--- src/rtl/memGuardPkg.sv ---
package memGuardPkg;
  localparam int CAUSE_W = 4;

  localparam logic [1:0] KIND_FETCH = 2'd0;
  localparam logic [1:0] KIND_LOAD  = 2'd1;
  localparam logic [1:0] KIND_STORE = 2'd2;

  localparam logic [CAUSE_W-1:0] CODE_RD_MISALIGN = 4'd4;
  localparam logic [CAUSE_W-1:0] CODE_RD_FAULT    = 4'd5;
  localparam logic [CAUSE_W-1:0] CODE_WR_MISALIGN = 4'd6;
  localparam logic [CAUSE_W-1:0] CODE_WR_FAULT    = 4'd7;

  typedef struct packed {
    logic captureReq;
    logic raiseMisalign;
    logic raiseBusErr;
  } guardCtrlS;
endpackage

--- src/rtl/alignCheck.sv ---
module alignCheck
  import memGuardPkg::*;
#(
  parameter int LEN_W = 3
) (
  input  logic [1:0]       kind,
  input  logic [LEN_W-1:0] len,
  input  logic [1:0]       addrLow,
  input  logic             compressedEn,
  output logic             misaligned
);
  localparam logic [LEN_W-1:0] LEN_HALF = LEN_W'(2);
  localparam logic [LEN_W-1:0] LEN_WORD = LEN_W'(4);

  always_comb begin
    if (kind == KIND_FETCH) begin
      // instruction fetch: alignment set by compressed support
      misaligned = compressedEn ? addrLow[0] : (addrLow != 2'b00);
    end else if (len == LEN_HALF) begin
      misaligned = addrLow[0];
    end else if (len == LEN_WORD) begin
      misaligned = (addrLow != 2'b00);
    end else begin
      misaligned = 1'b0;
    end
  end
endmodule

--- src/rtl/guardCtrl.sv ---
module guardCtrl
  import memGuardPkg::*;
(
  input  logic      clk,
  input  logic      rstN,
  input  logic      reqValid,
  input  logic      misaligned,
  input  logic      memReady,
  input  logic      rspValid,
  input  logic      rspErr,
  output logic      reqReady,
  output logic      memValid,
  output guardCtrlS ctrl
);
  typedef enum logic [1:0] {ST_IDLE, ST_ISSUE, ST_WAIT} stateE;

  stateE stateQ, stateD;
  logic  trapBusyQ;
  logic  accept;

  assign reqReady = (stateQ == ST_IDLE) && !trapBusyQ;
  assign memValid = (stateQ == ST_ISSUE);
  assign accept   = reqValid && reqReady;

  always_comb begin
    ctrl               = '0;
    ctrl.captureReq    = accept && !misaligned;
    ctrl.raiseMisalign = accept && misaligned;
    ctrl.raiseBusErr   = (stateQ == ST_WAIT) && rspValid && rspErr;
    stateD = stateQ;
    case (stateQ)
      ST_IDLE:  if (accept && !misaligned) stateD = ST_ISSUE;
      ST_ISSUE: if (memReady) stateD = ST_WAIT;
      ST_WAIT:  if (rspValid) stateD = ST_IDLE;
      default:  stateD = ST_IDLE;
    endcase
  end

  always_ff @(posedge clk or negedge rstN) begin
    if (!rstN) begin
      stateQ    <= ST_IDLE;
      trapBusyQ <= 1'b0;
    end else begin
      stateQ    <= stateD;
      trapBusyQ <= ctrl.raiseMisalign || ctrl.raiseBusErr;
    end
  end
endmodule

--- src/rtl/guardDatapath.sv ---
module guardDatapath
  import memGuardPkg::*;
#(
  parameter int ADDR_W = 32,
  parameter int LEN_W  = 3
) (
  input  logic               clk,
  input  logic               rstN,
  input  guardCtrlS          ctrl,
  input  logic [1:0]         reqKind,
  input  logic [LEN_W-1:0]   reqLen,
  input  logic [ADDR_W-1:0]  reqAddr,
  output logic [1:0]         memKind,
  output logic [LEN_W-1:0]   memLen,
  output logic [ADDR_W-1:0]  memAddr,
  output logic               trapValid,
  output logic [CAUSE_W-1:0] trapCause,
  output logic [ADDR_W-1:0]  trapValue
);
  logic [1:0]         kindQ;
  logic [LEN_W-1:0]   lenQ;
  logic [ADDR_W-1:0]  addrQ;
  logic               trapValidQ;
  logic [CAUSE_W-1:0] causeQ;
  logic [ADDR_W-1:0]  valueQ;

  always_ff @(posedge clk or negedge rstN) begin
    if (!rstN) begin
      kindQ <= KIND_FETCH;
      lenQ  <= '0;
      addrQ <= '0;
    end else if (ctrl.captureReq) begin
      kindQ <= reqKind;
      lenQ  <= reqLen;
      addrQ <= reqAddr;
    end
  end

  always_ff @(posedge clk or negedge rstN) begin
    if (!rstN) begin
      trapValidQ <= 1'b0;
      causeQ     <= '0;
      valueQ     <= '0;
    end else begin
      trapValidQ <= ctrl.raiseMisalign || ctrl.raiseBusErr;
      if (ctrl.raiseMisalign) begin
        causeQ <= (reqKind == KIND_STORE) ? CODE_WR_MISALIGN : CODE_RD_MISALIGN;
        valueQ <= reqAddr;
      end else if (ctrl.raiseBusErr) begin
        causeQ <= (kindQ == KIND_STORE) ? CODE_WR_FAULT : CODE_RD_FAULT;
        valueQ <= addrQ;
      end
    end
  end

  assign memKind   = kindQ;
  assign memLen    = lenQ;
  assign memAddr   = addrQ;
  assign trapValid = trapValidQ;
  assign trapCause = causeQ;
  assign trapValue = valueQ;
endmodule

--- src/rtl/memAlignGuard.sv ---
module memAlignGuard
  import memGuardPkg::*;
#(
  parameter int ADDR_W = 32,
  parameter int LEN_W  = 3
) (
  input  logic               clk,
  input  logic               rstN,
  input  logic               reqValid,
  output logic               reqReady,
  input  logic [1:0]         reqKind,
  input  logic [LEN_W-1:0]   reqLen,
  input  logic [ADDR_W-1:0]  reqAddr,
  input  logic               compressedEn,
  output logic               memValid,
  input  logic               memReady,
  output logic [1:0]         memKind,
  output logic [LEN_W-1:0]   memLen,
  output logic [ADDR_W-1:0]  memAddr,
  input  logic               rspValid,
  input  logic               rspErr,
  output logic               trapValid,
  output logic [CAUSE_W-1:0] trapCause,
  output logic [ADDR_W-1:0]  trapValue
);
  guardCtrlS ctrl;
  logic      misaligned;

  alignCheck #(.LEN_W(LEN_W)) u_align (
    .kind(reqKind), .len(reqLen), .addrLow(reqAddr[1:0]),
    .compressedEn(compressedEn), .misaligned(misaligned)
  );

  guardCtrl u_ctrl (
    .clk(clk), .rstN(rstN), .reqValid(reqValid), .misaligned(misaligned),
    .memReady(memReady), .rspValid(rspValid), .rspErr(rspErr),
    .reqReady(reqReady), .memValid(memValid), .ctrl(ctrl)
  );

  guardDatapath #(.ADDR_W(ADDR_W), .LEN_W(LEN_W)) u_dp (
    .clk(clk), .rstN(rstN), .ctrl(ctrl), .reqKind(reqKind), .reqLen(reqLen),
    .reqAddr(reqAddr), .memKind(memKind), .memLen(memLen), .memAddr(memAddr),
    .trapValid(trapValid), .trapCause(trapCause), .trapValue(trapValue)
  );
endmodule

--- config.mk ---
export PLATFORM = sky130hd
export DESIGN_NAME = memAlignGuard
export DESIGN_NICKNAME = d
export VERILOG_FILES = /design/src/rtl/memGuardPkg.sv /design/src/rtl/alignCheck.sv /design/src/rtl/guardCtrl.sv /design/src/rtl/guardDatapath.sv /design/src/rtl/memAlignGuard.sv
export SDC_FILE = /design/constraint.sdc
export NUM_CORES = 1
export LEC_CHECK = 0
export BUFFER_PORTS_ARGS = -buffer_cell sky130_fd_sc_hd__buf_2
export CORE_MARGIN = 2
export CORE_UTILIZATION = 53
export DETAILED_ROUTE_END_ITERATION = 12
export GPL_TIMING_DRIVEN = 0
export PLACE_DENSITY = 0.9
export SYNTH_ARGS = -nofsm -noshare
export SYNTH_HDL_FRONTEND = slang
export SYNTH_SLANG_ARGS = --single-unit
--- constraint.sdc ---
create_clock -name clk -period 3 [get_ports clk]
set_clock_uncertainty 0.15 [all_clocks]
set_input_delay 0.3 -clock clk [delete_from_list [all_inputs] [get_ports clk]]
set_output_delay 0.3 -clock clk [all_outputs]
set_load 0.005 [all_outputs]
Word level (Yosys, flattened, before mapping):

Cells that the tools add are included.

* register bits: 76
* input bits: 44
* output and inout bits: 76
* word-level logic and storage cells: 44

* equality and inequality tests: 9
* multiplexer cells: 14
* reduce and logical (&&, ||, !) cells: 14

Operators with widths (count)
* $mux 32: 2
* $mux 2: 5
* $mux 4: 2
* $eq 2x2->1 const B: 3
* $logic_and 1x1->1: 6
* $pmux 2 s3: 1
* $logic_not 2->1: 2
* $mux 1: 4
* $ne 2x2->1 const B: 2
* $reduce_bool 2->1: 2
* $eq 3x2->1 const B: 1
* $eq 3x3->1 const B: 1
* $reduce_and 3->1: 1
* $eq 2x1->1 const B: 1
* $logic_not 1->1: 2
* $ne 2x1->1 const B: 1
* $logic_or 1x1->1: 1

Longest topological paths before layout:

* depth after elaboration: 8
* depth in mapped cells: 6
* mapped depth without buffers: 4

Cells and area by module:

A second synthesis with hierarchy kept.

* cells, all modules: 253
* area, all modules: 3320.7 µm²

By module, submodules not included
* guardDatapath: instances 1, cells each 233, area an instance 3115.5 µm², sequential area each 1826.8 µm²
* guardCtrl: instances 1, cells each 14, area an instance 165.2 µm², sequential area each 75.1 µm²
* alignCheck: instances 1, cells each 6, area an instance 40.0 µm², sequential area each 0.0 µm²

Least setup slack after synthesis:

Ideal clock, no wire load.

* kind: register to register
* from: register u_ctrl.stateQ[0]
* to: register u_dp.valueQ[0] (netlist: u_dp.trapValue[0])
* setup time: 0.125 ns
* arrival: 1.674 ns
* required time: 2.725 ns
* setup slack: 1.051 ns
* stages on the path, launching flop included: 7
* buffers on the path: 2
* period minus slack after synthesis: 1.949 ns
* cells stage by stage: dfrtp_1 nor3_2 and2_1 or3b_1 buf_6 buf_6 mux2_4

* word-level cells in the longest chain between the ends: 5
* elaborated cells on any way between the ends: 9
* those cells by class: eq/ne (1); mux (1); reduce/logical (7)

RTL lines
* start: declaration: RTL line guardCtrl.sv:17 `stateE stateQ, stateD;`
* start signal: assignment: RTL line guardCtrl.sv:44 `stateQ <= stateD;`
* $logic_not 2->1 (*): RTL line guardCtrl.sv:21 `assign reqReady = (stateQ == ST_IDLE) && !trapBusyQ;`
* $logic_and 1x1->1 (*): RTL line guardCtrl.sv:21
* named net reqReady: RTL line memAlignGuard.sv:10 `output logic reqReady,`
* $logic_and 1x1->1 (*): RTL line guardCtrl.sv:23 `assign accept = reqValid && reqReady;`
* $logic_and 1x1->1 (*): RTL line guardCtrl.sv:28 `ctrl.raiseMisalign = accept && misaligned;`
* $mux 32 or $reduce_bool 2->1 (tied branches)
* end signal: assignment: RTL line guardDatapath.sv:48 `valueQ <= reqAddr;`
* end signal: assignment: RTL line guardDatapath.sv:51 `valueQ <= addrQ;`
* end: declaration: RTL line guardDatapath.sv:25 `logic [ADDR_W-1:0] valueQ;`

Mark *: on every way through the listed nets, which the timed path passes. The rest lies on a longest branch.
A chain may end at the register's enable or synchronous reset.

Final worst setup path:

* from: register u_ctrl.stateQ[1]
* to: register u_dp.valueQ[5] (netlist: u_dp.trapValue[5])

* word-level cells in the longest chain between the ends: 5
* elaborated cells on any way between the ends: 9
* those cells by class: eq/ne (1); mux (1); reduce/logical (7)

RTL lines (RTL line)
* $logic_not 2->1: guardCtrl.sv:21
* $logic_and 1x1->1: guardCtrl.sv:21
* $logic_and 1x1->1: guardCtrl.sv:23
* $logic_and 1x1->1: guardCtrl.sv:28
* $mux 32 or $reduce_bool 2->1 (tied branches)

Several ways; a longest one is shown, not always the timed one.

==> out/qor.txt <==
Worst Max-Slew Pin Slew: 593.2 ps
Max-Cap Viols: 0
Core region area: 0.006241 mm2
Fin area: 0.004362 mm2
Post-DP HPWL: 4888 um
CP top delay family: buffers and inverters
Synth Warn #: 0
First-pass GRT wire length: 11,630 um
CP Capture Type: flop
Post-DRT Antenna Nets: 0
Root buf cell: clkbuf_8
Final number of setup-violating endpoints: 0
Initial Util: 0.5407
Seq/Total Area, Yosys: 0.5562
Slowest CP cell: clkbuf_1
Area post-placement: 0.004091 mm2
Cts repair resizes: 0
Distinct cell type count after synthesis: 26
Hold Path Class: input pin to flop
Final hold violation count: 0
Hold Crit Start: rspValid
CP peak stage delay: 500 ps
Die area: 0.007022 mm2
Drt via density: 5.133
Number of synthesized register bits: 75
Simple-Gate Fraction of Synth Area: 0.02929
Synth Net Count: 259
Row count: 29
Mux share of post-synthesis cell area: 0.3689
Final Power: 4.552 mW
Main combinational cell family by area after synthesis: multiplexers
Synthesized area per cell: 15.70 um2
IO Port Bufs: 118
Largest net degree at the start of global routing: 74
Synth-to-layout area growth: 29.25%
Peak Freq: 0.4535 GHz
Num CTS Buffers: 9
Placer Congestion: 0.7450
Final WL: 6923 um
DRC Markers: 0
Die Wd: 83.80 um
Post-Synth XOR/XNOR Area: 0
FF-to-FF path depth: 5
CP Max Fanout: 10
Reg2reg start: u_ctrl.stateQ[1]
# IOs: 120
Total grt overflow: 0
Worst skew pair latency: 330 ps
Crit path depth: 5
Area of the multi-input gates: 0.001389 mm2
# clock sinks: 75
H-tree levels: 3
WHS: 24.28 ps
First-pass DRT Iterations: 4
Clock-pin slew on the worst setup and hold paths: 70 ps
Overall Global Routing Usage: 0.2103
Post-Syn Area: 0.003374 mm2
Antenna cells: 0
Slew HR: 0.6046
Status: complete, no violations
CP Data Required Time: 3070 ps
Clock period minus worst slack: 2205 ps
CTS Buffer Depth: 2
Synth Area in Compound Gates: 0.01224
NumNets Final: 390
CP Class: flop to flop
Via count: 2,197
Die height: 83.80 um
Storage cell area: 0.001877 mm2
Initial antenna violation count: 0
TNS Setup: 0 ps
Fill cells: 452
Crit. Startpoint: u_ctrl.stateQ[1]
Synth Instances: 215
Cells on Worst Hold Path: 2
Max IR drop VDD: 607.2 uV
DR WL/cell: 16.18 um
Static Leakage: 2.205 nW
Share of layout cells above drive strength 1: 0.6325
RSZ-0062 raised after global routing: no
CTS tree: built
DRT iter0 DRCs: 40
Vias in the first global route: 2,421
WP data arrival: 2270 ps
Slew Limit Fails: 0
Fin crit share: 0.7350
Pwr/cell area: 1044 mW/mm2
Worst path bufs/invs: 2
Adder-cell share of the synthesized area: 0
Type of origin of the critical path: flop
Crit path cell chain: nand4b_1 > buf_2 > clkbuf_1 > mux2_2 > mux2_4
[layout make-up]
| class | count | share of cell area |
|---|---|---|
| Buffer | 13 | 0.02324 |
| Clock inverter | 4 | 0.02180 |
| Sequential cell | 75 | 0.4303 |
| Timing Repair Buffer | 120 | 0.1446 |
| Tap cell | 77 | 0.02209 |
| Clock buffer | 12 | 0.03787 |
| Multi-Input combinational cell | 125 | 0.3184 |
| Inverter | 2 | 0.001721 |
[flip-flops by register name, summed over array words and instances (netlist names)]
name and cells:
u_dp.memAddr 32, u_dp.trapValue 32, u_ctrl.stateQ 2, u_dp.memKind 2, u_dp.memLen 3, u_dp.trapValid 1
u_dp.trapCause 3
[routing by layer]
layer / GRT usage / vias to the layer above / part of all wire / routed length [um]
met5: 0 / - / 0 / 0
met4: 0.06452 / 0 / 0.011 / 78
met3: 0.07616 / 11 / 0.076 / 525
met2: 0.3535 / 82 / 0.50 / 3471
met1: 0.2540 / 1076 / 0.41 / 2849
li1: - / 1028 / - / -
[Yosys cell counts]
cell	number	area share
nand2b_1	3	0.0056
buf_2	3	0.0044
dfrtp_1	75	0.56
buf_6	6	0.020
buf_4	1	0.0022
o21ai_1	1	0.0015
a21oi_1	2	0.0030
buf_1	1	0.0011
mux2_2	50	0.17
o21ai_0	2	0.0030
conb_1	1	0.0011
clkbuf_1	2	0.0022
nand4b_1	1	0.0026
nand3b_1	1	0.0022
nor3_2	1	0.0030
a311oi_1	1	0.0026
inv_1	2	0.0022
nor2_1	2	0.0022
nand2_1	2	0.0022
mux2_1	25	0.083
and2_1	1	0.0019
a21boi_0	1	0.0022
nor3b_1	2	0.0044
or3b_1	2	0.0052
mux2i_1	1	0.0030
mux2_4	26	0.12
[through the flow]
stage          std cells  worst slack (ps)    util
2_1_floorplan        215              1051       -
3_3_place_gp         410             790.5  0.6508
3_5_place_dp         411             766.4  0.6556
4_1_cts              428             755.6  0.6989
5_1_grt              428             647.5  0.6989
6_report             428             794.9  0.6989
[cells in the final DEF, fill, tap and decap left out]
cell type / n
buf_4: 2
o21ai_0: 2
mux2_1: 25
nand2b_1: 3
and2_1: 1
nor2_1: 2
nor3_2: 1
inv_1: 2
mux2_2: 50
clkbuf_1: 2
buf_1: 1
o21ai_1: 1
dlygate4sd3_1: 1
a21oi_1: 2
or3b_1: 2
nor3b_1: 2
buf_2: 120
conb_1: 1
clkinv_2: 1
buf_16: 1
a311oi_1: 1
nand2_1: 2
nand3b_1: 1
bufinv_16: 3
mux2_4: 26
mux2i_1: 1
buf_6: 6
nand4b_1: 1
a21boi_0: 1
dfrtp_1: 75
clkbuf_8: 12
[path summary, 6_finish.rpt]
kind	slack, ps	end
max reg2reg	790	u_dp.trapValue[5]
min reg2reg	340	u_dp.trapCause[2]
max in group asynchronous	1980	u_dp.trapCause[0]
min	20	u_ctrl.stateQ[1]
min in group asynchronous	160	u_dp.trapValue[28]
max	790	u_dp.trapValue[5]
[power breakdown]
group          leakage, nW  switching, mW  internal [mW]  total, mW
registers            0.889          0.297           1.52       1.82
logic                 1.18          0.640           1.11       1.75
clock network        0.133          0.361          0.620      0.981
[what timing repair did]
item | 4_1_cts | 5_1_grt
hold endpoints to repair | 75 | 0
buffers inserted | 0 | 0
hold buffers | 1 | 0
[kinds of logic (layout without fill, tap and decap cells)]
family / Yosys count / in the layout
compound gates: 7 / 7
buf+inv: 15 / 151
flops: 75 / 75
mux: 102 / 102
other cells: 1 / 1
simple gates: 15 / 15
No activity file was read; power rests on OpenSTA's default activity.
